File: src/rtl/gf2_mm_pkg.sv
package gf2_mm_pkg;

  typedef enum logic [1:0] {
    MM_IDLE = 2'd0,
    MM_WAIT = 2'd1,
    MM_RUN  = 2'd2,
    MM_DONE = 2'd3
  } mm_state_e;

  // address width of at least one bit
  function automatic int idx_width(input int count);
    return (count > 1) ? $clog2(count) : 1;
  endfunction

endpackage

File: src/rtl/gf2_strip_buf.sv
module gf2_strip_buf #(
  parameter int ROWS = 24,
  parameter int W    = 6,
  localparam int AW  = gf2_mm_pkg::idx_width(ROWS)
) (
  input  logic                     clk,
  input  logic                     rst_n,
  input  logic                     we,
  input  logic [AW-1:0]            waddr,
  input  logic [W-1:0]             wdata,
  output logic [ROWS-1:0][W-1:0]   rows
);

  logic [ROWS-1:0][W-1:0] mem_q;

  always_ff @(posedge clk or negedge rst_n) begin
    if (!rst_n) begin
      mem_q <= '0;
    end else if (we && (int'(waddr) < ROWS)) begin
      mem_q[waddr] <= wdata;
    end
  end

  assign rows = mem_q;

endmodule

File: src/rtl/gf2_tile_engine.sv
module gf2_tile_engine #(
  parameter int N   = 24,
  parameter int K   = 6,
  parameter int T   = 4,
  localparam int M  = N / T,
  localparam int MW = gf2_mm_pkg::idx_width(M)
) (
  input  logic [N-1:0][K-1:0] a_rows,
  input  logic [K-1:0][N-1:0] b_rows,
  input  logic [MW-1:0]       tile_r,
  input  logic [MW-1:0]       tile_c,
  output logic [T*T-1:0]      tile_bits
);

  // one GF(2) dot product: AND then XOR-reduce
  function automatic logic gf2_dot(input logic [K-1:0] x, input logic [K-1:0] y);
    return ^(x & y);
  endfunction

  logic [T-1:0][K-1:0] a_sel;
  logic [T-1:0][K-1:0] b_sel;

  for (genvar i = 0; i < T; i++) begin : g_arow
    always_comb begin
      a_sel[i] = a_rows[int'(tile_r) * T + i];
    end
  end

  for (genvar j = 0; j < T; j++) begin : g_bcol
    for (genvar k = 0; k < K; k++) begin : g_bk
      always_comb begin
        b_sel[j][k] = b_rows[k][int'(tile_c) * T + j];
      end
    end
  end

  for (genvar i = 0; i < T; i++) begin : g_ui
    for (genvar j = 0; j < T; j++) begin : g_uj
      assign tile_bits[i*T + j] = gf2_dot(a_sel[i], b_sel[j]);
    end
  end

endmodule

File: src/rtl/gf2_accum_store.sv
module gf2_accum_store #(
  parameter int N   = 24,
  parameter int T   = 4,
  localparam int M  = N / T,
  localparam int MW = gf2_mm_pkg::idx_width(M),
  localparam int AW = gf2_mm_pkg::idx_width(N)
) (
  input  logic             clk,
  input  logic             rst_n,
  input  logic             clear,
  input  logic             acc_we,
  input  logic [MW-1:0]    tile_r,
  input  logic [MW-1:0]    tile_c,
  input  logic [T*T-1:0]   tile_bits,
  input  logic [AW-1:0]    rd_row,
  output logic [N-1:0]     rd_bits
);

  logic [N-1:0][N-1:0] acc_q;
  logic [N-1:0]        row_hit;
  logic [N-1:0]        col_hit;

  for (genvar r = 0; r < N; r++) begin : g_rhit
    assign row_hit[r] = (int'(tile_r) == (r / T));
  end
  for (genvar c = 0; c < N; c++) begin : g_chit
    assign col_hit[c] = (int'(tile_c) == (c / T));
  end

  for (genvar r = 0; r < N; r++) begin : g_row
    for (genvar c = 0; c < N; c++) begin : g_col
      always_ff @(posedge clk or negedge rst_n) begin
        if (!rst_n) begin
          acc_q[r][c] <= 1'b0;
        end else if (clear) begin
          acc_q[r][c] <= 1'b0;
        end else if (acc_we && row_hit[r] && col_hit[c]) begin
          acc_q[r][c] <= acc_q[r][c] ^ tile_bits[(r % T)*T + (c % T)];
        end
      end
    end
  end

  always_ff @(posedge clk or negedge rst_n) begin
    if (!rst_n) begin
      rd_bits <= '0;
    end else if (int'(rd_row) < N) begin
      rd_bits <= acc_q[rd_row];
    end else begin
      rd_bits <= '0;
    end
  end


  clear_excl_chk: assert property (@(posedge clk) disable iff (!rst_n)
    acc_we |-> !clear);

endmodule

File: src/rtl/gf2_strip_ctrl.sv
module gf2_strip_ctrl #(
  parameter int N   = 24,
  parameter int K   = 6,
  parameter int T   = 4,
  localparam int S  = N / K,
  localparam int M  = N / T,
  localparam int SW = gf2_mm_pkg::idx_width(S),
  localparam int MW = gf2_mm_pkg::idx_width(M)
) (
  input  logic          clk,
  input  logic          rst_n,
  input  logic          start,
  input  logic          strip_ready,
  output logic          busy,
  output logic          done,
  output logic          strip_need,
  output logic [SW-1:0] strip_idx,
  output logic          clear_evt,
  output logic          acc_we,
  output logic [MW-1:0] tile_r,
  output logic [MW-1:0] tile_c
);
  import gf2_mm_pkg::*;

  mm_state_e     state_q;
  logic [SW-1:0] strip_q;
  logic [MW-1:0] tr_q, tc_q;

  logic start_evt, accept_evt, row_end, last_tile, last_strip;

  assign start_evt  = start && (state_q == MM_IDLE || state_q == MM_DONE);
  assign accept_evt = (state_q == MM_WAIT) && strip_ready;
  assign row_end    = (tc_q == MW'(M-1));
  assign last_tile  = (state_q == MM_RUN) && row_end && (tr_q == MW'(M-1));
  assign last_strip = (strip_q == SW'(S-1));

  always_ff @(posedge clk or negedge rst_n) begin
    if (!rst_n) begin
      state_q <= MM_IDLE;
      strip_q <= '0;
      tr_q    <= '0;
      tc_q    <= '0;
    end else begin
      unique case (state_q)
        MM_IDLE, MM_DONE: begin
          if (start) begin
            state_q <= MM_WAIT;
            strip_q <= '0;
            tr_q    <= '0;
            tc_q    <= '0;
          end
        end
        MM_WAIT: begin
          if (strip_ready) state_q <= MM_RUN;
        end
        MM_RUN: begin
          if (row_end) begin
            tc_q <= '0;
            if (tr_q == MW'(M-1)) begin
              tr_q <= '0;
              if (last_strip) begin
                state_q <= MM_DONE;
              end else begin
                state_q <= MM_WAIT;
                strip_q <= strip_q + SW'(1);
              end
            end else begin
              tr_q <= tr_q + MW'(1);
            end
          end else begin
            tc_q <= tc_q + MW'(1);
          end
        end
        default: state_q <= MM_IDLE;
      endcase
    end
  end

  assign busy       = (state_q == MM_WAIT) || (state_q == MM_RUN);
  assign done       = (state_q == MM_DONE);
  assign strip_need = (state_q == MM_WAIT);
  assign strip_idx  = strip_q;
  assign clear_evt  = start_evt;
  assign acc_we     = (state_q == MM_RUN);
  assign tile_r     = tr_q;
  assign tile_c     = tc_q;


  done_hold_chk: assert property (@(posedge clk) disable iff (!rst_n)
    done && !start |=> done);


  done_rise_chk: assert property (@(posedge clk) disable iff (!rst_n)
    $rose(done) |-> $past(last_tile));


  need_hold_chk: assert property (@(posedge clk) disable iff (!rst_n)
    strip_need && !strip_ready |=> strip_need && $stable(strip_idx));


  busy_start_chk: assert property (@(posedge clk) disable iff (!rst_n)
    busy && start |=> (busy || done) && (strip_idx >= $past(strip_idx)));


  tile_range_chk: assert property (@(posedge clk) disable iff (!rst_n)
    acc_we |-> (int'(tile_r) < M) && (int'(tile_c) < M));


  strip_range_chk: assert property (@(posedge clk) disable iff (!rst_n)
    int'(strip_idx) < S);


  done_not_busy_chk: assert property (@(posedge clk) disable iff (!rst_n)
    !(done && busy));

endmodule

File: src/rtl/gf2_strip_mul.sv
module gf2_strip_mul #(
  parameter int N    = 24,
  parameter int K    = 6,
  parameter int T    = 4,
  localparam int S   = N / K,
  localparam int M   = N / T,
  localparam int SW  = gf2_mm_pkg::idx_width(S),
  localparam int MW  = gf2_mm_pkg::idx_width(M),
  localparam int ANW = gf2_mm_pkg::idx_width(N),
  localparam int AKW = gf2_mm_pkg::idx_width(K)
) (
  input  logic           clk,
  input  logic           rst_n,
  input  logic           start,
  output logic           busy,
  output logic           done,
  output logic           strip_need,
  output logic [SW-1:0]  strip_idx,
  input  logic           strip_ready,
  input  logic           a_we,
  input  logic [ANW-1:0] a_row,
  input  logic [K-1:0]   a_bits,
  input  logic           b_we,
  input  logic [AKW-1:0] b_row,
  input  logic [N-1:0]   b_bits,
  input  logic [ANW-1:0] rd_row,
  output logic [N-1:0]   rd_bits
);

  logic [N-1:0][K-1:0] a_rows;
  logic [K-1:0][N-1:0] b_rows;
  logic                clear_evt, acc_we;
  logic [MW-1:0]       tile_r, tile_c;
  logic [T*T-1:0]      tile_bits;

  gf2_strip_buf #(.ROWS(N), .W(K)) u_abuf (
    .clk(clk), .rst_n(rst_n), .we(a_we), .waddr(a_row),
    .wdata(a_bits), .rows(a_rows)
  );

  gf2_strip_buf #(.ROWS(K), .W(N)) u_bbuf (
    .clk(clk), .rst_n(rst_n), .we(b_we), .waddr(b_row),
    .wdata(b_bits), .rows(b_rows)
  );

  gf2_strip_ctrl #(.N(N), .K(K), .T(T)) u_ctrl (
    .clk(clk), .rst_n(rst_n), .start(start), .strip_ready(strip_ready),
    .busy(busy), .done(done), .strip_need(strip_need),
    .strip_idx(strip_idx), .clear_evt(clear_evt), .acc_we(acc_we),
    .tile_r(tile_r), .tile_c(tile_c)
  );

  gf2_tile_engine #(.N(N), .K(K), .T(T)) u_eng (
    .a_rows(a_rows), .b_rows(b_rows), .tile_r(tile_r), .tile_c(tile_c),
    .tile_bits(tile_bits)
  );

  gf2_accum_store #(.N(N), .T(T)) u_store (
    .clk(clk), .rst_n(rst_n), .clear(clear_evt), .acc_we(acc_we),
    .tile_r(tile_r), .tile_c(tile_c), .tile_bits(tile_bits),
    .rd_row(rd_row), .rd_bits(rd_bits)
  );

  initial begin

    shape_ok_chk: assert ((N % K == 0) && (N % T == 0) && (T >= 1) && (K >= 1));
  end

endmodule

File: config.mk
export PLATFORM = sky130hd
export DESIGN_NAME = gf2_strip_mul
export DESIGN_NICKNAME = d
export VERILOG_FILES = /design/src/rtl/gf2_mm_pkg.sv /design/src/rtl/gf2_strip_buf.sv /design/src/rtl/gf2_tile_engine.sv /design/src/rtl/gf2_accum_store.sv /design/src/rtl/gf2_strip_ctrl.sv /design/src/rtl/gf2_strip_mul.sv
export SDC_FILE = /design/constraint.sdc
export NUM_CORES = 2
export LEC_CHECK = 0
export BUFFER_PORTS_ARGS = -buffer_cell sky130_fd_sc_hd__buf_2
export CORE_MARGIN = 5
export CORE_UTILIZATION = 45
export DETAILED_ROUTE_END_ITERATION = 12
export PLACE_DENSITY_LB_ADDON = 0.15
export SYNTH_ARGS = -nofsm -noshare
export SYNTH_HDL_FRONTEND = slang
export SYNTH_SLANG_ARGS = --single-unit
export TNS_END_PERCENT = 10
File: constraint.sdc
create_clock -name clk -period 3.79 [get_ports clk]
set_input_delay 0.9475 -clock clk [delete_from_list [all_inputs] [get_ports clk]]
set_output_delay 0.9475 -clock clk [all_outputs]
set_load 0.03 [all_outputs]
* Word level (Yosys, flattened, before mapping) *
Index checks and enable logic that the tools add are counted.
W data, S select, Z words.

storage, ports and cells
  register bits = 898
  input port bits = 49
  output and inout bits = 29

cells by class
  add/subtract/negate cells = 9
  order comparisons = 16
  equality and inequality tests = 21
  multiplexer cells = 1255
  bitwise gates (word level) = 592
  reduce and logical (&&, ||, !) cells = 110

operators with widths
  cell                   count
  $mux W1                1194
  $xor A1 B1 Y1          576
  $bwmux W144            2
  $lt A32 B7 Y1 const B  6
  $bmux W24 S5           1
  $and A6 B6 Y6          16
  $reduce_xor A6 Y1      16
  $bmux W1 S5            18
  $bmux W6 S5            3
  $reduce_bool A2 Y1     37
  $demux W24 S3          1
  $mux W24               3
  $mux W6                8
  $logic_and A1 B1 Y1    47
  $demux W6 S5           1
  $eq A3 B3 Y1 const B   10
  $add A5 B2 Y6 const B  4
  $lt A5 B6 Y1 const B   4
  $bmux W1 S3            6
  $bmux W6 S3            1
  $mux W2                9
  $add A5 B1 Y6 const B  2
  $mux W3                4
  $pmux W3 S2            2
  22 further kinds       32

* Logic depth before layout (Yosys ltp) *
  depth after elaboration = 9
  mapped depth = 13

* Modules after synthesis *
A second synthesis with hierarchy kept.

unflattened totals
  cells, all modules = 4064
  area, all modules = 46136.7 um^2

modules (own cells, without submodules)
  module                   times used  cells an instance  area an instance (um^2)  sequential area each (um^2)
  gf2_accum_store          1           2910               30898.4                  15014.4
  gf2_strip_buf at u_abuf  1           342                5507.8                   3603.5
  gf2_strip_buf at u_bbuf  1           310                5494.0                   3603.5
  gf2_tile_engine          1           431                3580.9                   0.0
  gf2_strip_ctrl           1           71                 655.6                    250.2

* Worst setup path before layout *
No wires, ideal clock.

  kind = input -> register
  from = input port rd_row[0]
  to = register u_store.rd_bits[15]
  setup time = 0.138 ns
  arrival time = 3.156 ns
  required time = 3.652 ns
  setup slack = 0.496 ns
  stages = 8
  path through = clkbuf_1 > buf_2 > buf_2 > buf_2 > buf_2 > mux4_2 > mux2i_1 > o22ai_1

between the ends
  word-level cells in the longest chain between the ends = 3
  elaborated cells between the ends (all ways) = 4
  those cells by class = order compare: 1; mux: 3

RTL lines
  item                            RTL line               source
  from (decl)                     gf2_strip_mul.sv:26    input logic [ANW-1:0] rd_row,
  $bmux W24 S5                    gf2_accum_store.sv:48  rd_bits <= acc_q[rd_row];
  $mux W24 (implied by the code)  gf2_accum_store.sv:48
  $mux W24 *                      gf2_accum_store.sv:47  end else if (int'(rd_row) < N) begin
  to (signal assigned)            gf2_accum_store.sv:48
  to (decl)                       gf2_accum_store.sv:16  output logic [N-1:0] rd_bits

Every way passes the cells marked *; elsewhere a longest branch is shown, timed or not. The select of a mux whose other input is x is not followed.
A chain may end at the register's enable or synchronous reset.

* Worst setup path in the final report *
  from = register u_ctrl.tr_q[1], in the netlist u_ctrl.tile_r[1]
  to = register u_store.acc_q[200] (netlist name)

between the ends
  word-level cells in the longest chain between the ends = 7
  elaborated cells between the ends (all ways) = 11
  those cells by class = eq/ne: 1; mux: 4; bitwise: 2; reduce/logical: 4

RTL lines
  item                             RTL line               source
  from (decl)                      gf2_strip_ctrl.sv:27   logic [MW-1:0] tr_q, tc_q;
  from (signal assigned)           gf2_strip_ctrl.sv:68   tr_q <= tr_q + MW'(1);
  $bmux W6 S3                      gf2_tile_engine.sv:25  a_sel[i] = a_rows[int'(tile_r) * T + i];
  $mux W6 (implied by the code)    gf2_tile_engine.sv:25
  $and A6 B6 Y6                    gf2_tile_engine.sv:17  return ^(x & y);
  $reduce_xor A6 Y1                gf2_tile_engine.sv:17
  $xor A1 B1 Y1                    gf2_accum_store.sv:38  acc_q[r][c] <= acc_q[r][c] ^ tile_bits[(r % T)*T + (c % T)];
  $mux W1                          gf2_accum_store.sv:37  end else if (acc_we && row_hit[r] && col_hit[c]) begin
  $mux W1                          gf2_accum_store.sv:35  end else if (clear) begin
  to (signal, indexed assignment)  gf2_accum_store.sv:38
  to (decl)                        gf2_accum_store.sv:19  logic [N-1:0][N-1:0] acc_q;

Several ways; a longest one is shown, not always the timed one. The select of a mux whose other input is x is not followed.

==> results.py <==
metrics = {
    "status": {
        "status": "finished, final reports clean",
    },
    "critical_path": {
        "critical_path_buf_inv_count": 2,
        "crit_cells": 10,
        "cp_max_fo": 32,
        "critical_path.top_delay_family": "flip-flops",
        "critPathLaunch": "u_ctrl.tile_r[1]",
        "critical-path-max-stage-delay_ns": 0.88,
        "timing.rr.end": "u_store.acc_q[200]",
        "required_ns": 4.37,
        "endpoint": "u_store.acc_q[200]",
        "slowest_stage": "dfrtp_2",
        "reg2reg_from": "u_ctrl.tile_r[1]",
        "setup.worst_path.end_class": "flip-flop",
        "reg2reg_depth": 10,
        "path_class": "reg2reg",
        "path_cells": "mux4_2 > a22oi_1 > buf_4 > nor2_1 > xnor2_1 > xnor2_1 > xnor2_4 > buf_12 > or3_1 > a21oi_1",
        "crit_arrival_ns": 4.13,
        "start_kind": "flip-flop",
        "cpMostUsedCell": "xnor2_1",
        "r2r_setup_slack_ns": 0.25,
    },
    "logic_synthesis": {
        "ys_seq_area_share_pct": 49.6,
        "syn_nets": 4143,
        "syn_inst": 4087,
        "ys_types": 53,
        "synth_warnings": 0,
        "syn_area_sq_um": 45300,
        "synth_area_per_cell_sq_um": 11.1,
        "synth-seq-cells": 898,
    },
    "placed_design": {
        "place_congestion": 0.815,
        "place_inst": 5248,
        "dp_hpwl_um": 74800,
        "numPortBuffers": 77,
    },
    "drt": {
        "drc": 0,
        "drt-vias-per-instance": 6.05,
        "wl_per_cell_um": 22.2,
        "drt_iter0_markers": 2516,
        "routed_wirelength_um": 121000,
        "drtPass1Iterations": 5,
        "drtAntennaViolNets": 0,
        "via_count": 32873,
    },
    "sta": {
        "fmaxAchievable_mhz": 282,
        "slew_viol_final": 0,
        "slew_headroom_pct": 32.7,
        "worst_pin_slew_ns": 1.01,
        "setup_viol": 0,
        "hold_viol": 0,
        "fin_crit_sh_pct": 93.5,
        "min_period_ns": 3.54,
        "finClkSkew_ns": 0.0258,
        "finalSetupTns_ns": 0,
        "grt_setup_unrepaired": "no",
    },
    "clocking": {
        "path_clk_slew_ns": 0.06,
        "cts_inserted_buffers": 102,
        "cts_hold_buf": 0,
        "clock_latency_ns": 0.69,
        "root_buffer": "clkbuf_16",
        "cts_tree": "yes",
        "post_cts_buffers": 0,
        "h-tree-depth": 3,
        "cts.repair.resized": 0,
        "cts_buffer_depth": 3,
        "numClockSinks": 898,
    },
    "global_route": {
        "track_usage_pct": 22.4,
        "grt-ovfl-total": 0,
        "grt_max_degree": 133,
        "first_global_vias": 32117,
        "antenna_found_initial": 3,
        "grt_first_pass_wirelength_um": 192000,
    },
    "floorplanning": {
        "start_util_pct": 45.3,
        "coreArea_sq_um": 100000,
        "die_w_um": 327,
        "die_h_um": 327,
        "core.rowCount": 116,
        "die_area_sq_um": 107000,
        "top_level_ports": 78,
    },
    "final_layout": {
        "drive_gt1_share_pct": 24.4,
        "final_common_cell": "dfrtp_1",
        "syn_to_final_growth_pct": 13.7,
        "final_nets": 4110,
        "final_cell_mix": "895 x dfrtp_1, 621 x a21oi_1, 577 x or3_1",
        "stdcell_count": 5432,
    },
    "pwr": {
        "p_leak_nw": 21.0,
        "p_per_area_nw_per_um2": 750,
        "ir_drop_mv": 1.48,
    },
    "min_path": {
        "hp-class": "in2async",
    },
    "run": {
        "drv_cap": 0,
    },
}
layout make-up:
cell class / instances / area (sq um)
fill: 8737 / 48500
sequential: 898 / 22500
multi-input combinational: 2756 / 21200
clock buffer: 154 / 3110
timing repair buffer: 263 / 2590
tap: 1298 / 1620
clock inverter: 29 / 324
inverter: 33 / 124
antenna: 1 / 2.50
per-layer routing:
metal  vias to the layer above  routed length, um  global-route usage [%]  share of wire (%)
li1                      15032                  -                       -                  -
met2                       617              58300                    36.9                 48
met5                         -                  0                       0                  0
met1                     17071              55100                    32.2                 46
met4                         0               2370                    4.77                2.0
met3                       153               4880                    3.15                4.0
power by group:
part / switching, mW / total (mW) / leakage (nW) / internal, mW
Sequential: 0.461 / 10.8 / 12.1 / 10.4
Clock: 4.02 / 10.1 / 1.71 / 6.04
Combinational: 11.9 / 17.7 / 7.13 / 5.80
Total: 16.4 / 38.6 / 21.0 / 22.2
per-stage QoR:
step	instance area, sq um	setup WS, ns	power, mW	hold WS (ns)	util, %
2_1_floorplan	45300	0.496	20.1	0.471	-
3_3_place_gp	48000	0.229	28.6	0.478	48.0
3_5_place_dp	48000	0.216	28.9	0.488	48.0
4_1_cts	51500	0.204	39.0	0.253	51.5
5_1_grt	51500	0.0630	40.6	0.297	51.5
6_report	51500	0.248	38.6	0.283	51.5
registers in the layout (all words and copies together) (netlist names):
signal / flops
u_store.rd_bits: 24
u_store.acc_q: 576
u_ctrl.tile_c: 3
u_ctrl.strip_idx: 2
u_abuf.rows: 144
u_bbuf.rows: 144
u_ctrl.tile_r: 3
u_ctrl.state_q: 2
synth_stat cells, drive strengths merged:
master	number	area [sq um]
a211oi	1	7.51
a21boi	1	7.51
a21o	1	7.51
a21oi	621	3110
a221o	2	20.0
a22o	3	26.3
a22oi	40	355
a31o	1	8.76
a32oi	1	8.76
and2	11	68.8
and3	4	25.0
and3b	2	17.5
buf	76	435
clkbuf	324	1220
clkinv	1	3.75
dfrtp	898	22500
ha	7	87.6
inv	32	120
mux2	329	3700
mux2i	24	240
mux4	209	4710
nand2	80	300
nand2b	19	119
nand3	1	5.00
nand3b	1	7.51
nand4b	2	17.5
nor2	87	327
nor2b	6	37.5
nor3	9	45.0
nor3b	5	37.5
nor4	1	6.26
o21ai	599	3000
o22ai	24	150
o31ai	9	72.6
or2	1	6.26
or3	577	3610
or3b	1	8.76
xnor2	69	762
xnor3	4	92.6
xor2	4	35.0
worst min path at each step:
stage | slack (ns) | startpoint | cells past startpoint | to
final | 0.28 | rst_n | 1 | u_store.acc_q[74]
after global routing | 0.30 | rst_n | 1 | u_store.acc_q[74]
after CTS | 0.25 | rst_n | 1 | u_store.acc_q[74]
after global placement | 0.48 | u_abuf.rows[143] | 1 | u_abuf.rows[143]
after floorplan | 0.47 | u_abuf.rows[130] | 1 | u_abuf.rows[130]
after detailed placement | 0.49 | u_bbuf.rows[92] | 1 | u_bbuf.rows[92]
worst reg2reg max path: cells and delay by family, from the launching register on:
kind	cells	cell delay (ns)
flip-flops	1	0.88
XOR/XNOR	3	0.78
multiplexers	1	0.47
AO/OA/AOI/OAI	2	0.47
buffers and inverters	2	0.46
AND/OR/NAND/NOR	2	0.41
cell families (layout without fill, tap and decap cells):
logic type	after synthesis	count (layout)	synth area share, %
AO/OA/AOI/OAI	1303	1303	15.0
XOR/XNOR	77	77	1.96
adder cells (fa/ha/maj)	7	7	0.193
buffers and inverters	433	479	3.92
flip-flops	898	898	49.6
multiplexers	562	562	19.1
other	0	1	0
AND/OR/NAND/NOR	807	807	10.2
Note: power is estimated with default switching activity, not from simulation.
